===== src/rtl/fbu_pkg.sv =====
package fbu_pkg;
  typedef enum logic [2:0] {
    TS_T1   = 3'd0,
    TS_T2   = 3'd1,
    TS_T3   = 3'd2,
    TS_T4   = 3'd3,
    TS_TI   = 3'd4,
    TS_HOLD = 3'd5
  } tstate_e;

  localparam int OP_WRITE_BIT = 0;
  localparam int OP_IO_BIT    = 1;
endpackage


===== src/rtl/fbu_prefetch_q.sv =====
module fbu_prefetch_q #(
  parameter int              DEPTH      = 4,
  parameter int              AW         = 20,
  parameter logic [AW-1:0]   RESET_ADDR = '0
) (
  input  logic          clk,
  input  logic          rst_n,
  input  logic          flush,
  input  logic [AW-1:0] flush_addr,
  input  logic          fetch_start,
  input  logic          fetch_end,
  input  logic          fetch_abort,
  input  logic [7:0]    fetch_byte,
  input  logic          pop,
  output logic          q_valid,
  output logic [7:0]    q_byte,
  output logic          room,
  output logic [AW-1:0] fetch_addr
);
  localparam int PW = (DEPTH > 1) ? $clog2(DEPTH) : 1;
  localparam int CW = $clog2(DEPTH + 1);
  localparam logic [CW-1:0] FULL_CNT = CW'(DEPTH);
  localparam logic [PW-1:0] LAST_PTR = PW'(DEPTH - 1);

  logic [7:0]    mem [DEPTH];
  logic [PW-1:0] rd_ptr_q, rd_ptr_n, wr_ptr_q, wr_ptr_n;
  logic [CW-1:0] count_q, count_n;
  logic [AW-1:0] fptr_q, fptr_n;
  logic          inflight_q, inflight_n, stale_q, stale_n;
  logic          do_wr, do_pop;

  function automatic logic [PW-1:0] ptr_inc(input logic [PW-1:0] p);
    return (p == LAST_PTR) ? '0 : p + PW'(1);
  endfunction

  assign do_wr      = fetch_end && !stale_q && !flush;
  assign do_pop     = pop && (count_q != '0) && !flush;
  assign q_valid    = (count_q != '0);
  assign q_byte     = mem[rd_ptr_q];
  assign room       = (count_q != FULL_CNT);
  assign fetch_addr = fptr_q;

  always_comb begin
    rd_ptr_n   = rd_ptr_q;
    wr_ptr_n   = wr_ptr_q;
    count_n    = count_q;
    fptr_n     = fptr_q;
    inflight_n = inflight_q;
    stale_n    = stale_q;
    if (fetch_start) begin
      inflight_n = 1'b1;
      stale_n    = flush;
    end else if (fetch_end || fetch_abort) begin
      inflight_n = 1'b0;
      stale_n    = 1'b0;
    end else if (flush && inflight_q) begin
      stale_n = 1'b1;
    end
    if (flush) begin
      rd_ptr_n = '0;
      wr_ptr_n = '0;
      count_n  = '0;
      fptr_n   = flush_addr;
    end else begin
      if (do_wr) begin
        wr_ptr_n = ptr_inc(wr_ptr_q);
        fptr_n   = fptr_q + AW'(1);
      end
      if (do_pop) rd_ptr_n = ptr_inc(rd_ptr_q);
      case ({do_wr, do_pop})
        2'b10:   count_n = count_q + CW'(1);
        2'b01:   count_n = count_q - CW'(1);
        default: count_n = count_q;
      endcase
    end
  end

  always_ff @(posedge clk or negedge rst_n) begin
    if (!rst_n) begin
      rd_ptr_q   <= '0;
      wr_ptr_q   <= '0;
      count_q    <= '0;
      fptr_q     <= RESET_ADDR;
      inflight_q <= 1'b0;
      stale_q    <= 1'b0;
    end else begin
      rd_ptr_q   <= rd_ptr_n;
      wr_ptr_q   <= wr_ptr_n;
      count_q    <= count_n;
      fptr_q     <= fptr_n;
      inflight_q <= inflight_n;
      stale_q    <= stale_n;
    end
  end

  always_ff @(posedge clk) begin
    if (do_wr) mem[wr_ptr_q] <= fetch_byte;
  end

  // a completed fetch never finds the queue already full
  p_no_overflow_r3: assert property (@(posedge clk) disable iff (!rst_n)
    (fetch_end && !stale_q && !flush) |-> (count_q != FULL_CNT));
  // the queue is empty in the clock after a flush
  p_flush_empties_r9: assert property (@(posedge clk) disable iff (!rst_n)
    flush |=> (count_q == '0));
  // an abort alone leaves the queue occupancy unchanged
  p_abort_keeps_r8: assert property (@(posedge clk) disable iff (!rst_n)
    (fetch_abort && !pop && !flush) |=> (count_q == $past(count_q)));
endmodule


===== src/rtl/fbu_eu_slot.sv =====
module fbu_eu_slot
  import fbu_pkg::*;
#(
  parameter int AW = 20
) (
  input  logic          clk,
  input  logic          rst_n,
  input  logic          cmd_valid,
  output logic          cmd_ready,
  input  logic [1:0]    cmd_op,
  input  logic          cmd_word,
  input  logic [AW-1:0] cmd_addr,
  input  logic [15:0]   cmd_wdata,
  output logic          rsp_valid,
  output logic [15:0]   rsp_data,
  input  logic          rsp_take,
  output logic          eu_req,
  output logic [AW-1:0] eu_addr,
  output logic          eu_write,
  output logic          eu_io,
  output logic [7:0]    eu_wbyte,
  output logic          eu_mid,
  input  logic          eu_done,
  input  logic [7:0]    rbyte
);
  logic          full_q, full_n, word_q, word_n, half_q, half_n, rv_q, rv_n;
  logic [1:0]    op_q, op_n;
  logic [AW-1:0] addr_q, addr_n;
  logic [15:0]   wdata_q, wdata_n, rd_q, rd_n;
  logic [7:0]    lo_q, lo_n;
  logic          accept;

  assign accept    = cmd_valid && !full_q;
  assign cmd_ready = !full_q;
  assign rsp_valid = rv_q;
  assign rsp_data  = rd_q;
  assign eu_req    = full_q && !rv_q;
  assign eu_addr   = addr_q + AW'(half_q);
  assign eu_write  = op_q[OP_WRITE_BIT];
  assign eu_io     = op_q[OP_IO_BIT];
  assign eu_wbyte  = half_q ? wdata_q[15:8] : wdata_q[7:0];
  assign eu_mid    = half_q;

  always_comb begin
    full_n  = full_q;
    word_n  = word_q;
    half_n  = half_q;
    rv_n    = rv_q;
    op_n    = op_q;
    addr_n  = addr_q;
    wdata_n = wdata_q;
    rd_n    = rd_q;
    lo_n    = lo_q;
    if (accept) begin
      full_n  = 1'b1;
      op_n    = cmd_op;
      word_n  = cmd_word;
      addr_n  = cmd_addr;
      wdata_n = cmd_wdata;
      half_n  = 1'b0;
    end
    if (rsp_take && rv_q) rv_n = 1'b0;
    if (eu_done) begin
      if (word_q && !half_q) begin
        half_n = 1'b1;
        lo_n   = rbyte;
      end else begin
        full_n = 1'b0;
        half_n = 1'b0;
        rv_n   = 1'b1;
        if (op_q[OP_WRITE_BIT]) rd_n = 16'h0000;
        else if (word_q)        rd_n = {rbyte, lo_q};
        else                    rd_n = {8'h00, rbyte};
      end
    end
  end

  always_ff @(posedge clk or negedge rst_n) begin
    if (!rst_n) begin
      full_q  <= 1'b0;
      word_q  <= 1'b0;
      half_q  <= 1'b0;
      rv_q    <= 1'b0;
      op_q    <= '0;
      addr_q  <= '0;
      wdata_q <= '0;
      rd_q    <= '0;
      lo_q    <= '0;
    end else begin
      full_q  <= full_n;
      word_q  <= word_n;
      half_q  <= half_n;
      rv_q    <= rv_n;
      op_q    <= op_n;
      addr_q  <= addr_n;
      wdata_q <= wdata_n;
      rd_q    <= rd_n;
      lo_q    <= lo_n;
    end
  end

  // a posted result stays put until it is taken
  p_rsp_stable_r4: assert property (@(posedge clk) disable iff (!rst_n)
    (rv_q && !rsp_take) |=> (rv_q && $stable(rd_q)));
  // a taken command closes the slot
  p_slot_closes_r4: assert property (@(posedge clk) disable iff (!rst_n)
    (cmd_valid && cmd_ready) |=> !cmd_ready);
endmodule


===== src/rtl/fbu_bus_seq.sv =====
module fbu_bus_seq
  import fbu_pkg::*;
#(
  parameter int AW = 20
) (
  input  logic          clk,
  input  logic          rst_n,
  input  logic          eu_req,
  input  logic [AW-1:0] eu_addr,
  input  logic          eu_write,
  input  logic          eu_io,
  input  logic [7:0]    eu_wbyte,
  input  logic          eu_mid,
  output logic          eu_done,
  input  logic          lock,
  input  logic          q_room,
  input  logic [AW-1:0] fetch_addr,
  output logic          fetch_start,
  output logic          fetch_end,
  output logic          fetch_abort,
  input  logic          hold_req,
  output logic          hold_ack,
  output logic [2:0]    bus_tstate,
  output logic          bus_ale,
  output logic [AW-1:0] bus_addr,
  output logic          bus_rd,
  output logic          bus_wr,
  output logic          bus_io,
  output logic [7:0]    bus_wdata,
  input  logic [7:0]    bus_rdata,
  output logic [7:0]    rbyte
);
  tstate_e       state_q, state_n;
  logic          ti_q, ti_n;
  logic          cyc_fetch_q, cyc_write_q, cyc_io_q;
  logic [AW-1:0] cyc_addr_q, launch_addr;
  logic [7:0]    cyc_wbyte_q, rdata_q;
  logic          go_hold, launch_eu, launch_fetch, launch, in_strobe, in_cycle;

  always_comb begin
    go_hold      = (state_q == TS_T1) && hold_req && !lock && !eu_mid;
    launch_eu    = (state_q == TS_T1) && !go_hold && eu_req;
    launch_fetch = (state_q == TS_T1) && !go_hold && !eu_req && q_room;
    launch       = launch_eu || launch_fetch;
    launch_addr  = launch_eu ? eu_addr : fetch_addr;
    fetch_abort  = (state_q == TS_T2) && cyc_fetch_q && eu_req;
    state_n      = state_q;
    ti_n         = ti_q;
    case (state_q)
      TS_T1: begin
        if (go_hold)     state_n = TS_HOLD;
        else if (launch) state_n = TS_T2;
      end
      TS_T2: begin
        if (fetch_abort) begin
          state_n = TS_TI;
          ti_n    = 1'b0;
        end else begin
          state_n = TS_T3;
        end
      end
      TS_T3: state_n = TS_T4;
      TS_T4: state_n = TS_T1;
      TS_TI: begin
        if (!ti_q) ti_n = 1'b1;
        else       state_n = TS_T1;
      end
      TS_HOLD: if (!hold_req) state_n = TS_T1;
      default: state_n = TS_T1;
    endcase
  end

  always_ff @(posedge clk or negedge rst_n) begin
    if (!rst_n) begin
      state_q <= TS_T1;
      ti_q    <= 1'b0;
    end else begin
      state_q <= state_n;
      ti_q    <= ti_n;
    end
  end

  always_ff @(posedge clk or negedge rst_n) begin
    if (!rst_n) begin
      cyc_fetch_q <= 1'b0;
      cyc_write_q <= 1'b0;
      cyc_io_q    <= 1'b0;
      cyc_addr_q  <= '0;
      cyc_wbyte_q <= '0;
    end else if (launch) begin
      cyc_fetch_q <= launch_fetch;
      cyc_write_q <= launch_eu && eu_write;
      cyc_io_q    <= launch_eu && eu_io;
      cyc_addr_q  <= launch_addr;
      cyc_wbyte_q <= eu_wbyte;
    end
  end

  always_ff @(posedge clk or negedge rst_n) begin
    if (!rst_n)                rdata_q <= '0;
    else if (state_q == TS_T3) rdata_q <= bus_rdata;
  end

  assign in_strobe   = (state_q == TS_T2) || (state_q == TS_T3);
  assign in_cycle    = in_strobe || (state_q == TS_T4);
  assign bus_tstate  = state_q;
  assign bus_ale     = launch;
  assign bus_addr    = (state_q == TS_T1) ? launch_addr : cyc_addr_q;
  assign bus_rd      = in_strobe && !cyc_write_q;
  assign bus_wr      = in_strobe && cyc_write_q;
  assign bus_io      = (launch_eu && eu_io) || (in_cycle && cyc_io_q);
  assign bus_wdata   = (state_q == TS_T1) ? eu_wbyte : cyc_wbyte_q;
  assign hold_ack    = (state_q == TS_HOLD);
  assign eu_done     = (state_q == TS_T4) && !cyc_fetch_q;
  assign fetch_end   = (state_q == TS_T4) && cyc_fetch_q;
  assign fetch_start = launch_fetch;
  assign rbyte       = rdata_q;

  // the data phases follow each other without gaps
  p_t3_to_t4_r1: assert property (@(posedge clk) disable iff (!rst_n)
    (state_q == TS_T3) |=> (state_q == TS_T4));
  p_t4_to_t1_r1: assert property (@(posedge clk) disable iff (!rst_n)
    (state_q == TS_T4) |=> (state_q == TS_T1));
  // an abandoned fetch yields exactly two idle clocks, then T1
  p_abort_idle_r8: assert property (@(posedge clk) disable iff (!rst_n)
    fetch_abort |=> (state_q == TS_TI));
  p_ti_pair_r8: assert property (@(posedge clk) disable iff (!rst_n)
    (state_q == TS_TI && !ti_q) |=> (state_q == TS_TI));
  p_ti_then_t1_r8: assert property (@(posedge clk) disable iff (!rst_n)
    (state_q == TS_TI && ti_q) |=> (state_q == TS_T1));
  // no hand-over of the bus under lock
  p_lock_keeps_bus_r11: assert property (@(posedge clk) disable iff (!rst_n)
    (lock && state_q != TS_HOLD) |=> (state_q != TS_HOLD));
  // the bus is never held between the halves of a word
  p_no_hold_mid_word_r6: assert property (@(posedge clk) disable iff (!rst_n)
    eu_mid |-> (state_q != TS_HOLD));
endmodule


===== src/rtl/fetch_bus_unit.sv =====
module fetch_bus_unit #(
  parameter int            AW         = 20,
  parameter int            QDEPTH     = 4,
  parameter logic [AW-1:0] RESET_ADDR = '0
) (
  input  logic          clk,
  input  logic          rst_n,
  input  logic          cmd_valid,
  output logic          cmd_ready,
  input  logic [1:0]    cmd_op,
  input  logic          cmd_word,
  input  logic [AW-1:0] cmd_addr,
  input  logic [15:0]   cmd_wdata,
  input  logic          eu_lock,
  output logic          rsp_valid,
  output logic [15:0]   rsp_data,
  input  logic          rsp_take,
  input  logic          flush_req,
  input  logic [AW-1:0] flush_addr,
  output logic          q_valid,
  output logic [7:0]    q_byte,
  input  logic          q_pop,
  output logic [2:0]    bus_tstate,
  output logic          bus_ale,
  output logic [AW-1:0] bus_addr,
  output logic          bus_rd,
  output logic          bus_wr,
  output logic          bus_io,
  output logic [7:0]    bus_wdata,
  input  logic [7:0]    bus_rdata,
  input  logic          hold_req,
  output logic          hold_ack
);
  logic [1:0]    rst_sync_q;
  logic          rst_core_n;
  logic          eu_req, eu_write, eu_io, eu_mid, eu_done;
  logic [AW-1:0] eu_addr, fetch_addr;
  logic [7:0]    eu_wbyte, rbyte;
  logic          q_room, fetch_start, fetch_end, fetch_abort;

  always_ff @(posedge clk or negedge rst_n) begin
    if (!rst_n) rst_sync_q <= 2'b00;
    else        rst_sync_q <= {rst_sync_q[0], 1'b1};
  end
  assign rst_core_n = rst_sync_q[1];

  fbu_eu_slot #(.AW(AW)) u_slot (
    .clk(clk), .rst_n(rst_core_n),
    .cmd_valid(cmd_valid), .cmd_ready(cmd_ready), .cmd_op(cmd_op),
    .cmd_word(cmd_word), .cmd_addr(cmd_addr), .cmd_wdata(cmd_wdata),
    .rsp_valid(rsp_valid), .rsp_data(rsp_data), .rsp_take(rsp_take),
    .eu_req(eu_req), .eu_addr(eu_addr), .eu_write(eu_write), .eu_io(eu_io),
    .eu_wbyte(eu_wbyte), .eu_mid(eu_mid), .eu_done(eu_done), .rbyte(rbyte)
  );

  fbu_prefetch_q #(.DEPTH(QDEPTH), .AW(AW), .RESET_ADDR(RESET_ADDR)) u_queue (
    .clk(clk), .rst_n(rst_core_n),
    .flush(flush_req), .flush_addr(flush_addr),
    .fetch_start(fetch_start), .fetch_end(fetch_end), .fetch_abort(fetch_abort),
    .fetch_byte(rbyte), .pop(q_pop),
    .q_valid(q_valid), .q_byte(q_byte), .room(q_room), .fetch_addr(fetch_addr)
  );

  fbu_bus_seq #(.AW(AW)) u_seq (
    .clk(clk), .rst_n(rst_core_n),
    .eu_req(eu_req), .eu_addr(eu_addr), .eu_write(eu_write), .eu_io(eu_io),
    .eu_wbyte(eu_wbyte), .eu_mid(eu_mid), .eu_done(eu_done), .lock(eu_lock),
    .q_room(q_room), .fetch_addr(fetch_addr),
    .fetch_start(fetch_start), .fetch_end(fetch_end), .fetch_abort(fetch_abort),
    .hold_req(hold_req), .hold_ack(hold_ack),
    .bus_tstate(bus_tstate), .bus_ale(bus_ale), .bus_addr(bus_addr),
    .bus_rd(bus_rd), .bus_wr(bus_wr), .bus_io(bus_io),
    .bus_wdata(bus_wdata), .bus_rdata(bus_rdata), .rbyte(rbyte)
  );
endmodule


===== config.mk =====
export PLATFORM = sky130hd
export DESIGN_NAME = fetch_bus_unit
export DESIGN_NICKNAME = d
export VERILOG_FILES = /design/src/rtl/fbu_pkg.sv /design/src/rtl/fbu_prefetch_q.sv /design/src/rtl/fbu_eu_slot.sv /design/src/rtl/fbu_bus_seq.sv /design/src/rtl/fetch_bus_unit.sv
export SDC_FILE = /design/constraint.sdc
export NUM_CORES = 1
export LEC_CHECK = 0
export ABC_CLOCK_PERIOD_IN_PS = 11700
export BUFFER_PORTS_ARGS = -buffer_cell sky130_fd_sc_hd__buf_4
export CAP_MARGIN = 20
export CELL_PAD_IN_SITES_DETAIL_PLACEMENT = 0
export CELL_PAD_IN_SITES_GLOBAL_PLACEMENT = 1
export CORE_UTILIZATION = 48
export DETAILED_ROUTE_END_ITERATION = 6
export PLACE_DENSITY = 0.94
export SLEW_MARGIN = 20
export SYNTH_ARGS = -nofsm -noshare
export SYNTH_HDL_FRONTEND = slang
export SYNTH_SLANG_ARGS = --single-unit

===== constraint.sdc =====
create_clock -name clk -period 11.7 [get_ports clk]
set_input_delay 2.925 -clock clk [delete_from_list [all_inputs] [get_ports clk]]
set_output_delay 2.925 -clock clk [all_outputs]
set_load 0.02 [all_outputs]

==> impl_results.md <==
* Fin crit share at 0.6868
* Setup crit end: bus_addr[2]
* Critical path type: in2out
* Fraction of layout cells with a size suffix above 1 at 0.2884
* Total power at 2708 uW
* CP max stage delay at ~610 ps
* CP top delay family: simple AND/OR/NAND/NOR gates
* Yosys warns at 0
* Crit path time final at approximately 8000 ps
* Fillers at ~1400
* Worst flop-to-flop path endpoint: u_seq.cyc_addr_q[16]
* Post-DP HPWL at between 10000 and 15000 um
* Via count of the first global-routing pass at between 5000 and 6000
* Mapped Cells at approximately 730
* Setup crit start: eu_lock
* Post-Route WL at between 15000 and 20000 um
* Vias post-DR at around 6000
* Clock Path Buffers at 2
* Critical path data required time at roughly 8800 ps
* Highest Clock Rate at ~0.12 GHz
* Status: finished clean
* Post-DP Area at just over 9000 sq um
* Metal2 WL at roughly 9600 um
* TritonCTS clock tree: done
* Dpl cells at 1054
* Final hold vios at 0
* Hold Slack at roughly 360 ps
* EDFF count, synth at 32
* Max-cap violations at 0
* Crit-path cells: buf_4, nor3b_1, nor2_1, nand2_1, nor2_1, o31ai_1, buf_4
* N_diodes at 0
* DRT antenna net count at 0
* Synth Cell Area at between 8000 and 9000 sq um
* Crit path depth at 7
* Post-route setup TNS at 0 ps
* Avg Inst Size Synth at between 10 and 15 sq um
* CP max FO at 22
* Worst endpoint data arrival time at approximately 5100 ps
* Commonest cells post-synth: dfrtp_1 (140), nand2_1 (126), o21ai_0 (60), mux2_2 (54), nor2_1 (43)
* Setup violations, final at 0
* Initial DRC count at 420
* Slew HR at 0.3013
* PD cells at approximately 270 nW/um^2
* Syn Nets at 815
* DR vias/cell at between 5 and 6
* Die height at roughly 130 um
* R2r worst-path depth at 7
* Count leader, synth: dfrtp_1
* Top FF cell, synth: dfrtp_1
* Post-CTS setup buffers at 0
* Clock slew at reported path FFs at roughly 60 ps
* Cts hold-fix bufs at 0
* Worst path buffer plus inverter count at 2
* Cell accounting for the most synthesized area: dfrtp_1
* Reg2Reg Setup Slack at roughly 8600 ps
* P&R area growth vs syn at 22.47%
* Post-synthesis async set-or-reset flop share at 0.8140
* Layout Cells excl Fill at 1087
* Design area at 9916 sq um
* WL/cell at around 17 um
* Clk_lat worst skew at ~430 ps
* CTS resizes at 0
* Crit Reg-Reg Startpoint: u_slot.eu_mid
* Gp weighted congestion at between 0.7 and 0.8
* RSZ-0062 raised after global routing: false
* Num CTS Buffers at 17
* Layout Nets at 938
* Starting Density at 0.4900
* CP startpoint kind: input pin
* Routed met3 length at between 800 and 900 um
* Worst vdd ir at 163.3 uV
* Grt total ovfl at 0
* Worst Tran Pin Value at 1045 ps
* Clock Skews at ~7.0 ps
* IO buf count at about 140
* Crit path capture type: output port
* First-pass GRT wire length at a little over 30000 um
* Pleak at ~0.0043 uW
* Die W at about 130 um
* CTS Root Cell: clkbuf_16
* Total core area at 16520 sq um
* Slowest cell on crit path: nand2_1
* Gr usage total at 0.2294
* Num rows at 47
* CTS Sinks at between 150 and 200
* Largest net degree at the start of global routing at 73
* Post-synth top area share at 0.4327
* Routed length on met1 at slightly above 8000 um
* Ranking of synthesized cells by area: dfrtp_1 (43%), edfxtp_1 (12%), mux2_2 (7.5%)
* Fin. max-slew vios at 0
* H-tree depth at 4
* DRC violations left at 0
* Unique masters post-synth at 53
* Initial antenna violation count at 0
* Io pins at 138
* Sequential-to-total area share from yosys stat at 0.5514
* Max layer used: met4
* Die ar. at between 15000 and 20000 sq um
* Hold Crit Class: reg2reg
* DR pass1 iterations at 4
* Synthesized flop and latch total at about 170
[cells in the final DEF (no fill, tap or decap), types with 6 or more instances in the layout]
master / Yosys / final
mux2i_1: 22 / 22
nor2_1: 43 / 43
nand2_1: 126 / 126
or3_1: 6 / 6
nand4_1: 10 / 10
a31oi_1: 6 / 6
mux4_2: 9 / 9
clkbuf_16: 0 / 17
dfrtp_1: 140 / 139
o21ai_0: 60 / 60
nor3_1: 9 / 9
a21oi_1: 9 / 9
ha_1: 8 / 8
nand3_1: 19 / 19
xor2_1: 18 / 18
o31ai_1: 27 / 27
edfxtp_1: 32 / 32
inv_1: 15 / 15
mux2_2: 54 / 54
buf_4: 0 / 141
xnor2_1: 19 / 19
and3_1: 8 / 8
[layer usage]
layer  track usage  vias up
met5             0        -
met4       0.09173        0
met3       0.04998       27
met2        0.3845      145
met1        0.2898     2948
li1              -     2848
[power by group]
| part | total [uW] | internal, uW | switching [uW] |
|---|---|---|---|
| combinational | 1090 | 481 | 613 |
| sequential | 1040 | 823 | 218 |
| clock | 572 | 335 | 238 |
[worst register-to-register path: stages, from the launching register on]
cell and delay [ps]:
dfrtp_1 870, ha_1 370, ha_1 210, nand3_1 260, nor4_1 700, xnor2_1 230
nor2_1 80, a221o_1 290
[worst min path at each step]
stage          slack [ps]             to  depth (start not counted)          start
2_1_floorplan         330  rst_sync_q[1]                          0  rst_sync_q[0]
3_3_place_gp          340  rst_sync_q[1]                          0  rst_sync_q[0]
3_5_place_dp          350  rst_sync_q[1]                          0  rst_sync_q[0]
4_1_cts               370  rst_sync_q[1]                          0  rst_sync_q[0]
5_1_grt               370  rst_sync_q[1]                          0  rst_sync_q[0]
6_report              360  rst_sync_q[1]                          0  rst_sync_q[0]
[state kept, by name, summed over array words and instances, names as in the netlist, 8 cells and up]
name                cells
u_seq.rbyte             8
u_queue.fetch_addr     20
u_slot.addr_q          20
u_slot.wdata_q         16
u_seq.cyc_wbyte_q       8
u_slot.lo_q             8
u_seq.cyc_addr_q       20
u_queue.mem            32
u_slot.rsp_data        16
[per-stage QoR]
step	setup slack (ps)	util
finish	3665	0.6001
floorplan	4268	-
global placement	3676	0.5618
detailed placement	3781	0.5623
global route	3528	0.6001
CTS	3761	0.5984
[layout make-up]
type / instances / area [sq um] / share of cell area
timing repair buffer: 142 / 1086 / 0.1095
multi-input combinational: 506 / 3433 / 0.3462
inverter: 15 / 56.30 / 0.005678
clock inverter: 15 / 171.4 / 0.01729
sequential: 172 / 4468 / 0.4506
tap: 220 / 275.3 / 0.02776
clock buffer: 17 / 425.4 / 0.04290
[cell families (layout without fill, tap and decap cells)]
logic type,after synthesis,in the layout,share of synthesized area
flops,172,172,0.5514
xor+xnor,37,37,0.04002
compound gates,126,126,0.09365
simple gates,248,248,0.1450
fa+ha+maj,9,9,0.01484
buf+inv,53,189,0.02735
mux,85,85,0.1273
other cells,1,1,0.0004632
Power figures use the tool's default switching activity.
